### src/rtl/pwm_timer_pkg.sv
// Package: shared encodings and types for the PWM timer.
// Assumes a 3-bit register address space and 16-bit data words.
package pwm_timer_pkg;

    localparam logic [2:0] ADDR_CTRL   = 3'd0;
    localparam logic [2:0] ADDR_PERIOD = 3'd1;
    localparam logic [2:0] ADDR_CMP    = 3'd2;
    localparam logic [2:0] ADDR_CHAN   = 3'd3;
    localparam logic [2:0] ADDR_FORCE  = 3'd4;

    localparam logic [2:0] MODE_FROZEN = 3'b000;
    localparam logic [2:0] MODE_PWM1   = 3'b110;
    localparam logic [2:0] MODE_PWM2   = 3'b111;

    typedef struct packed {
        logic [1:0] align;   // 00 edge, otherwise center
        logic       down;    // edge-aligned direction
        logic       run;
    } ctrl_t;

    typedef struct packed {
        logic       oe;
        logic       pol;     // 1 inverts the reference at the pin
        logic [2:0] mode;
    } chan_t;

endpackage

### src/rtl/pwm_regs.sv
// Module: register file of the timer. Control and channel fields apply
// at once; period and compare go to buffers and are copied to the active
// values only on an update event. Assumes a single write per cycle.
module pwm_regs
    import pwm_timer_pkg::*;
#(
    parameter int W = 16
) (
    input  logic         clk,
    input  logic         rst_n,
    input  logic         wr_en,
    input  logic [2:0]   wr_addr,
    input  logic [W-1:0] wr_data,
    input  logic         upd_evt,
    output ctrl_t        ctrl,
    output chan_t        chan,
    output logic [W-1:0] per_buf,
    output logic [W-1:0] per_act,
    output logic [W-1:0] cmp_act,
    output logic         force_upd
);

    logic [W-1:0] cmp_buf;
    logic         unused_hi;

    assign unused_hi = ^wr_data[W-1:5];

    // Decode the software-forced update command.
    assign force_upd = wr_en && (wr_addr == ADDR_FORCE);

    // Capture software writes into control, channel and buffer registers.
    always_ff @(posedge clk) begin
        if (!rst_n) begin
            ctrl    <= '0;
            chan    <= '0;
            per_buf <= '0;
            cmp_buf <= '0;
        end else if (wr_en) begin
            case (wr_addr)
                ADDR_CTRL:   ctrl    <= ctrl_t'(wr_data[3:0]);
                ADDR_PERIOD: per_buf <= wr_data;
                ADDR_CMP:    cmp_buf <= wr_data;
                ADDR_CHAN:   chan    <= chan_t'(wr_data[4:0]);
                default: ;
            endcase
        end
    end

    // Move buffers to active copies on update events only.
    always_ff @(posedge clk) begin
        if (!rst_n) begin
            per_act <= '0;
            cmp_act <= '0;
        end else if (upd_evt) begin
            per_act <= per_buf;
            cmp_act <= cmp_buf;
        end
    end

    // active values are untouched without an update event.
    a_r2_active_hold: assert property (@(posedge clk) disable iff (!rst_n)
        !upd_evt |=> ($stable(per_act) && $stable(cmp_act)));

    // an update event loads exactly the buffered values.
    a_r3_active_load: assert property (@(posedge clk) disable iff (!rst_n)
        upd_evt |=> (per_act == $past(per_buf) && cmp_act == $past(cmp_buf)));

endmodule

### src/rtl/pwm_counter.sv
// Module: timebase counter for edge-aligned up, edge-aligned down and
// center-aligned counting. Flags a turnaround as wrap_evt. A forced update
// restarts the count. Assumes the active period is stable between updates.
module pwm_counter
    import pwm_timer_pkg::*;
#(
    parameter int W = 16
) (
    input  logic         clk,
    input  logic         rst_n,
    input  ctrl_t        ctrl,
    input  logic [W-1:0] per_act,
    input  logic [W-1:0] per_buf,
    input  logic         force_upd,
    output logic [W-1:0] cnt,
    output logic         wrap_evt
);

    logic         center;
    logic         falling;
    logic         falling_nxt;
    logic [W-1:0] cnt_nxt;

    assign center = (ctrl.align != 2'b00);

    // Next count, direction and turnaround for the selected mode.
    always_comb begin
        cnt_nxt     = cnt;
        falling_nxt = falling;
        wrap_evt    = 1'b0;
        if (ctrl.run) begin
            if (!center) begin
                if (!ctrl.down) begin
                    if (cnt >= per_act) begin
                        cnt_nxt  = '0;
                        wrap_evt = 1'b1;
                    end else begin
                        cnt_nxt = W'(cnt + 1'b1);
                    end
                end else begin
                    if (cnt == '0) begin
                        cnt_nxt  = per_act;
                        wrap_evt = 1'b1;
                    end else begin
                        cnt_nxt = W'(cnt - 1'b1);
                    end
                end
            end else if (!falling) begin
                if (cnt >= per_act) begin
                    wrap_evt    = 1'b1;
                    falling_nxt = 1'b1;
                    cnt_nxt     = (cnt == '0) ? '0 : W'(cnt - 1'b1);
                end else begin
                    cnt_nxt = W'(cnt + 1'b1);
                end
            end else begin
                if (cnt == '0) begin
                    wrap_evt    = 1'b1;
                    falling_nxt = 1'b0;
                    cnt_nxt     = (per_act == '0) ? '0 : W'(1);
                end else begin
                    cnt_nxt = W'(cnt - 1'b1);
                end
            end
        end
        if (force_upd) begin
            cnt_nxt     = (!center && ctrl.down) ? per_buf : '0;
            falling_nxt = 1'b0;
        end
    end

    // Register the count and the center-aligned phase.
    always_ff @(posedge clk) begin
        if (!rst_n) begin
            cnt     <= '0;
            falling <= 1'b0;
        end else begin
            cnt     <= cnt_nxt;
            falling <= falling_nxt;
        end
    end

    // edge-aligned up-counting steps by one below the period.
    a_r4_up_step: assert property (@(posedge clk) disable iff (!rst_n)
        (ctrl.run && !center && !ctrl.down && !force_upd && cnt < per_act)
        |=> cnt == $past(cnt) + 1'b1);

    // edge-aligned down-counting reloads the period after zero.
    a_r5_down_reload: assert property (@(posedge clk) disable iff (!rst_n)
        (ctrl.run && !center && ctrl.down && !force_upd && cnt == '0)
        |=> cnt == $past(per_act));

    // center-aligned counting turns downward at the period.
    a_r6_center_turn: assert property (@(posedge clk) disable iff (!rst_n)
        (ctrl.run && center && !falling && !force_upd && cnt >= per_act && cnt != '0)
        |=> cnt < $past(cnt));

    // a forced update in up-counting restarts at zero.
    a_r3_force_zero: assert property (@(posedge clk) disable iff (!rst_n)
        (force_upd && !ctrl.down) |=> cnt == '0);

endmodule

### src/rtl/pwm_compare.sv
// Module: compare stage producing the registered PWM reference. Assumes
// the counter and active compare value come from the same clock domain.
module pwm_compare
    import pwm_timer_pkg::*;
#(
    parameter int W = 16
) (
    input  logic         clk,
    input  logic         rst_n,
    input  logic [2:0]   mode,
    input  logic [W-1:0] cnt,
    input  logic [W-1:0] cmp_act,
    output logic         ref_q
);

    logic below;

    assign below = (cnt < cmp_act);

    // Update the reference in PWM modes; hold it in every other mode.
    always_ff @(posedge clk) begin
        if (!rst_n) begin
            ref_q <= 1'b0;
        end else begin
            case (mode)
                MODE_PWM1: ref_q <= below;
                MODE_PWM2: ref_q <= !below;
                default:   ref_q <= ref_q;
            endcase
        end
    end

    // non-PWM modes freeze the reference.
    a_r10_frozen_hold: assert property (@(posedge clk) disable iff (!rst_n)
        (mode != MODE_PWM1 && mode != MODE_PWM2) |=> $stable(ref_q));

    // a zero compare value keeps PWM 1 low.
    a_r9_zero_low: assert property (@(posedge clk) disable iff (!rst_n)
        (mode == MODE_PWM1 && cmp_act == '0) |=> !ref_q);

    // a zero compare value keeps PWM 2 high.
    a_r8_zero_high: assert property (@(posedge clk) disable iff (!rst_n)
        (mode == MODE_PWM2 && cmp_act == '0) |=> ref_q);

endmodule

### src/rtl/pwm_timer_top.sv
// Module: single-channel PWM timer top. Connects the register file,
// the counter and the compare stage, and shapes the pin with polarity and
// enable. Assumes synchronous software writes on the same clock.
module pwm_timer_top
    import pwm_timer_pkg::*;
#(
    parameter int W = 16
) (
    input  logic         clk,
    input  logic         rst_n,
    input  logic         wr_en,
    input  logic [2:0]   wr_addr,
    input  logic [W-1:0] wr_data,
    output logic         pwm_out,
    output logic         ref_out,
    output logic [W-1:0] count_out,
    output logic         update_evt
);

    ctrl_t        ctrl;
    chan_t        chan;
    logic [W-1:0] per_buf;
    logic [W-1:0] per_act;
    logic [W-1:0] cmp_act;
    logic         force_upd;
    logic         wrap_evt;
    logic [W-1:0] cnt;
    logic         ref_q;

    // Combine counter turnarounds and software-forced updates.
    assign update_evt = wrap_evt | force_upd;

    pwm_regs #(.W(W)) regs_i (
        .clk       (clk),
        .rst_n     (rst_n),
        .wr_en     (wr_en),
        .wr_addr   (wr_addr),
        .wr_data   (wr_data),
        .upd_evt   (update_evt),
        .ctrl      (ctrl),
        .chan      (chan),
        .per_buf   (per_buf),
        .per_act   (per_act),
        .cmp_act   (cmp_act),
        .force_upd (force_upd)
    );

    pwm_counter #(.W(W)) cnt_i (
        .clk       (clk),
        .rst_n     (rst_n),
        .ctrl      (ctrl),
        .per_act   (per_act),
        .per_buf   (per_buf),
        .force_upd (force_upd),
        .cnt       (cnt),
        .wrap_evt  (wrap_evt)
    );

    pwm_compare #(.W(W)) cmp_i (
        .clk     (clk),
        .rst_n   (rst_n),
        .mode    (chan.mode),
        .cnt     (cnt),
        .cmp_act (cmp_act),
        .ref_q   (ref_q)
    );

    // Drive the pin from the reference through polarity and enable.
    assign pwm_out   = chan.oe & (ref_q ^ chan.pol);
    assign ref_out   = ref_q;
    assign count_out = cnt;

    // with the output disabled the pin stays low across edges.
    a_r11_disabled_low: assert property (@(posedge clk) disable iff (!rst_n)
        (wr_en == 1'b0 && !chan.oe) |=> !pwm_out);

endmodule

### config.mk
export PLATFORM = sky130hd
export DESIGN_NAME = pwm_timer_top
export DESIGN_NICKNAME = d
export VERILOG_FILES = /design/src/rtl/pwm_timer_pkg.sv /design/src/rtl/pwm_regs.sv /design/src/rtl/pwm_counter.sv /design/src/rtl/pwm_compare.sv /design/src/rtl/pwm_timer_top.sv
export SDC_FILE = /design/constraint.sdc
export NUM_CORES = 1
export LEC_CHECK = 0
export BUFFER_PORTS_ARGS = -buffer_cell sky130_fd_sc_hd__buf_4
export CAP_MARGIN = 5
export CORE_ASPECT_RATIO = 1.25
export CORE_MARGIN = 2
export CORE_UTILIZATION = 66
export DETAILED_ROUTE_END_ITERATION = 10
export HOLD_SLACK_MARGIN = 0.02
export PLACE_DENSITY = 0.86
export SKIP_CTS_REPAIR_TIMING = 1
export SLEW_MARGIN = 5
export SYNTH_ARGS = -nofsm -noshare
export SYNTH_HDL_FRONTEND = slang
export SYNTH_SLANG_ARGS = --single-unit
### constraint.sdc
create_clock -name clk -period 5.4 [get_ports clk]
set_clock_uncertainty 0.2 [all_clocks]
set_input_delay 1.08 -clock clk [delete_from_list [all_inputs] [get_ports clk]]
set_output_delay 1.08 -clock clk [all_outputs]
set_load 0.03 [all_outputs]
=== After elaboration in Yosys (flattened, before gate mapping) ===
Cells that the tools add are included.

* $add $sub $neg: 2
* $lt $le $gt $ge: 2
* Equality and inequality tests: 6
* Multiplexer cells: 21
* Bitwise gates (word level): 4
* Reductions and logical operators: 16

{| class="wikitable"
|+ Operators with widths
! cell !! number
|-
| $mux W16 || 11
|-
| $logic_not A16 Y1 || 2
|-
| $add A16 B1 Y16 const B || 1
|-
| $ge A16 B16 Y1 || 1
|-
| $lt A16 B16 Y1 || 1
|-
| $sub A16 B1 Y16 const B || 1
|-
| $reduce_and A2 Y1 || 5
|-
| $eq A3 B3 Y1 const B || 3
|-
| $mux W1 || 9
|-
| $eq A3 B2 Y1 const B || 2
|-
| $reduce_bool A2 Y1 || 3
|-
| $eq A3 B1 Y1 const B || 1
|-
| $logic_not A3 Y1 || 1
|-
| $logic_and A1 B1 Y1 || 2
|-
| $logic_not A1 Y1 || 2
|-
| $pmux W1 S2 || 1
|-
| $reduce_or A2 Y1 || 1
|-
| $and A1 B1 Y1 || 1
|-
| $not A1 Y1 || 1
|-
| $or A1 B1 Y1 || 1
|-
| $xor A1 B1 Y1 || 1
|}

* Register bits: 91
* Bits of input ports: 22
* Output and inout port bits: 19
* Logic and storage cells: 64

=== Longest topological paths before layout ===
* Depth after elaboration: 7
* Mapped depth: 12

=== By module ===
A second synthesis with hierarchy kept.

* Cell total of the unflattened synthesis: 695
* Area, all modules: 5,926.9 sq um

{| class="wikitable"
|+ Modules (own cells, without submodules)
! module !! instances !! cells each !! area each (sq um) !! sequential area each (sq um)
|-
| pwm_regs || 1 || 259 || 2,770.2 || 1,461.4
|-
| pwm_counter || 1 || 374 || 2,693.8 || 340.3
|-
| pwm_compare || 1 || 59 || 441.7 || 20.0
|-
| pwm_timer_top || 1 || 3 || 21.3 || 0.0
|}

=== Worst setup path before layout ===
Ideal clock, no wire load.

* Path kind: register -> output
* Start point: reg cnt_i.cnt[0]
* End point: out update_evt
* Data arrival time: 2,839 ps
* Data required time: 4,120 ps
* Path slack: 1,281 ps
* Stages on the path, launching flop included: 11
* Cell sequence: dfxtp_1 > buf_6 > inv_1 > ha_1 > nand2b_4 > a2111oi_4 > nor4b_2 > or3_1 > a311oi_4 > buf_6 > inv_1

* Longest elaborated chain between the ends: 6

{| class="wikitable"
|+ Ends and longest elaborated chain
! element !! line !! RTL
|-
| start, declared || pwm_counter.sv:15 || <nowiki>output logic [W-1:0] cnt,</nowiki>
|-
| start signal, assigned || pwm_counter.sv:78 || <nowiki>cnt <= cnt_nxt;</nowiki>
|-
| $ge A16 B16 Y1 / $logic_not A16 Y1 (equally long branches) || -- ||
|-
| $mux W1, on equally long branches || -- ||
|-
| $mux W1, on equally long branches || pwm_counter.sv:33, pwm_counter.sv:48 ||
|-
| $mux W1 (*) || pwm_counter.sv:32 || <nowiki>if (!center) begin</nowiki>
|-
| $mux W1 (*) || pwm_counter.sv:31 || <nowiki>if (ctrl.run) begin</nowiki>
|-
| $or A1 B1 Y1 (*) || pwm_timer_top.sv:31 || <nowiki>assign update_evt = wrap_evt | force_upd;</nowiki>
|-
| end, declared || pwm_timer_top.sv:17 || <nowiki>output logic update_evt</nowiki>
|}

Mark *: on every way between the ends. The rest lies on a longest branch, timed or not.

=== Worst setup path after layout ===
Same ends and word-level chain as after synthesis.

==> flow_summary.yaml <==
outcome:
  outcome: "complete, no violations"
routing:
  drt_pass1_iterations: 6
  detail_route.iter0.violations: 820
  route.final.wire_length_um: 16800
  drcViolationCount: 0
  route.antenna.remaining_nets: 0
  routed_via_density: 6.43
  vias: 5501
  wl_per_cell_um: 19.7
hold_path:
  hold_path_class: "flip-flop to flip-flop"
sta:
  hold_viol_final: 0
  maxSlewViolCount: 0
  worst_slew_pin_slew_ps: 1030
  fmax_mhz: 229
  setup_tns_ps: 0
  min_period_over_period_pct: 80.8
  setup_repair_after_global_routing_missed_its_margin: "false"
  setup_viol_count_final: 0
  timing.final.crit_period_ps: 4370
  slew_headroom_pct: 30.7
floorplanning:
  std_cell_rows: 38
  floorplan.die.width_um: 88.1
  core-area_um2: 8650
  area_enclosed_by_the_die_boundary_um2: 9610
  die_h_um: 109
  boundaryPins: 41
  start_util_pct: 67.4
finish:
  area.growth.synth_to_final_pct: 5.88
  instances_no_fill: 856
  regArea_um2: 1820
  antennaDiodeCount: 0
  multiInputGateArea_um2: 3510
  nNetsFinal: 787
  nFillCells: 705
  fraction_of_layout_cells_with_a_size_suffix_above_1_pct: 12.0
global_routing:
  grt_busiest_layer: "met2"
  grtUsageMet1_pct: 45.5
  grt_overflow_total: 0
  met2_global_route_usage_pct: 59.1
  antenna_found_initial: 0
  via_count_of_the_first_global_routing_pass: 5384
  grt_first_pass_wirelength_um: 26900
  grt_use_met3_pct: 6.74
  grt_start_max_net_pins: 81
  globalRouteTotalUtil_pct: 36.6
worst_setup_path:
  timing.critical_path.buf_inv: 3
  critical_path_class: "flip-flop to primary output"
  timing.critical_path.from_type: "flip-flop"
  critical-path-top-delay-family: "simple AND/OR/NAND/NOR gates"
  timing.critical_path.arrival_ps: 3090
  crit_path_end_kind: "primary output"
  timing.critical_path.slowest_stage_cell: "sky130_fd_sc_hd__dfxtp_1"
  timing.critical_path.fanout_max: 12
  worst_path_most_repeated_cell: "sky130_fd_sc_hd__inv_1"
  critPathRequiredTime_ps: 4120
  cpPeakStageDelay_ps: 570
  cp_cell_sequence: "inv_1 -> ha_1 -> nand2b_4 -> a2111oi_4 -> nor4b_2 -> or3_1 -> a311oi_4 -> inv_1 -> buf_4"
placement:
  placed_cells: 840
  place_congestion: 1.03
  numPortBuffers: 40
  dp_hpwl_um: 12100
logic_synthesis:
  synth_nets: 780
  ys.warnings.count: 0
  synthCells: 724
  synth-async-reset-ratio_pct: 0
  synth-seq-cells: 91
  dominantRegCellSynth: "sky130_fd_sc_hd__dfxtp_1"
  post_synthesis_xor_xnor_area_fraction_pct: 4.21
  synth.cell_area_um2: 5830
  synth_top_cell_by_area: "sky130_fd_sc_hd__dfxtp_1"
  yosys-mux-area-fraction_pct: 7.64
  synthAdderAreaFrac_pct: 7.29
  compound_gate_portion_of_the_synthesized_area_pct: 17.4
  share_of_the_yosys_chip_area_belonging_to_registers_pct: 31.2
  synth-edff-count: 0
  netlist-cell-type-count: 73
  synth_top_family_by_area: "simple AND/OR/NAND/NOR gates"
  synthDominantCellAreaShare_pct: 31.2
  ys_top_cells_by_area: "sky130_fd_sc_hd__dfxtp_1 (31%), sky130_fd_sc_hd__mux2i_1 (7.4%), sky130_fd_sc_hd__ha_1 (7.3%)"
  synthesized_area_divided_by_synthesized_cell_count_um2: 8.06
  yosys.area_share.simple_pct: 23.5
pwr:
  pwr_density_cell_nw_per_um2: 242
  total_leakage_power_nw: 2.52
  peak_supply_drop_v: 0.000260
run:
  drv.max_cap_violation_count: 0
clock_tree:
  clock_tree.buffer_depth: 2
  cts_tree: "yes"
  clock_sink_count: 91
  clock_insertion_delay_worst_skew_ps: 380
  h-tree-depth: 3
  clock-root-buffer: "sky130_fd_sc_hd__clkbuf_8"
  worst_setup_hold_path_clk_slew_ps: 100
  cts_made_buffers: 9
-- layer usage --
layer,wire length [um],up-vias
met5,0,-
met4,830,0
met3,1410,61
met2,7980,302
met1,6620,2573
li1,-,2565
-- path summary, 6_finish.rpt --
kind | startpoint | slack [ps] | cells after the start | end
max | cnt_i.cnt[0]$_SDFFE_PN0P_ | 1030 | 9 | update_evt
min | regs_i.cmp_buf[14]$_SDFFE_PN0P_ | 260 | 2 | regs_i.cmp_buf[14]$_SDFFE_PN0P_
max reg2reg | cnt_i.cnt[0]$_SDFFE_PN0P_ | 1720 | 10 | regs_i.cmp_act[14]$_SDFFE_PN0P_
min reg2reg | regs_i.cmp_buf[14]$_SDFFE_PN0P_ | 260 | 2 | regs_i.cmp_buf[14]$_SDFFE_PN0P_
-- cell usage after synthesis, drive strengths merged (4+ instances only) --
library cell    n
or3             5
a311oi          6
mux2i          43
ha             34
nor4           14
nor3           15
or4             4
a22oi           5
and2            7
clkbuf         37
and4            5
a21oi          58
o21ai          38
xnor2          16
a211oi          8
nand2         102
buf            13
nor2           83
or2             4
o211ai         10
inv            37
nand3          13
dfxtp          91
xor2           12
nand4          12
-- sequential cells by signal, indices dropped and copies added, names as in the netlist --
register,cells
regs_i.per_buf,16
cnt_i.falling,1
regs_i.chan,5
regs_i.cmp_buf,16
regs_i.cmp_act,16
regs_i.ctrl,4
cmp_i.ref_q,1
cnt_i.cnt,16
regs_i.per_act,16
-- kinds of logic (layout without fill, tap and decap cells) --
logic type / count (synthesis) / after routing
buffers and inverters: 90 / 102
AOI/OAI and AO/OA: 158 / 158
DFF: 91 / 91
xor gates and xnor gates: 28 / 28
adders and majority gates: 34 / 34
and+or+nand+nor: 279 / 279
muxes: 44 / 44
-- cells in the final DEF, fill, tap and decap left out, drive strengths merged, types with 13 or more instances in the layout --
cell type and count:
a21oi 58, buf 48, dfxtp 91, ha 34
inv 39, mux2i 43, nand2 102, nand3 13
nor2 83, nor3 15, nor4 14, o21ai 38
xnor2 16
-- worst register-to-register path, cell delays in order, from the launching register on --
cell,delay (ps)
sky130_fd_sc_hd__dfxtp_1,570
sky130_fd_sc_hd__inv_1,190
sky130_fd_sc_hd__ha_1,330
sky130_fd_sc_hd__nand2b_4,150
sky130_fd_sc_hd__a2111oi_4,380
sky130_fd_sc_hd__nor4b_2,130
sky130_fd_sc_hd__or3_1,410
sky130_fd_sc_hd__a311oi_4,300
sky130_fd_sc_hd__buf_4,510
sky130_fd_sc_hd__mux2i_1,290
sky130_fd_sc_hd__nor2_1,70
-- per-stage QoR --
| step | area [um2] | total power, W | hold slack, ps | setup WS (ps) | util (%) |
|---|---|---|---|---|---|
| finish | 6170 | 0.00149 | 262 | 1030 | 71.4 |
| global route | 6170 | 0.00155 | 285 | 889 | 71.4 |
| CTS | 6170 | 0.00148 | 261 | 1090 | 71.4 |
| detailed placement | 5990 | 0.00105 | 246 | 1510 | 69.2 |
| global placement | 5990 | 0.00104 | 241 | 1580 | 69.2 |
| floorplan | 5830 | 0.000953 | 236 | 1280 | - |
-- layout make-up --
class | instances | area share [%]
Tap cell | 120 | 2.43
Clock inverter | 4 | 0.486
Clock buffer | 12 | 2.51
Sequential cell | 91 | 29.5
Inverter | 38 | 2.31
Multi-Input combinational cell | 543 | 56.9
Timing Repair Buffer | 48 | 5.84
-- power by group --
part / internal [W] / leakage (nW) / switching (W)
sequential: 0.000681 / 0.735 / 0.0000177
clock: 0.000196 / 0.0934 / 0.000258
combinational: 0.000119 / 1.69 / 0.000223
Note: power is estimated with default switching activity, not from simulation.
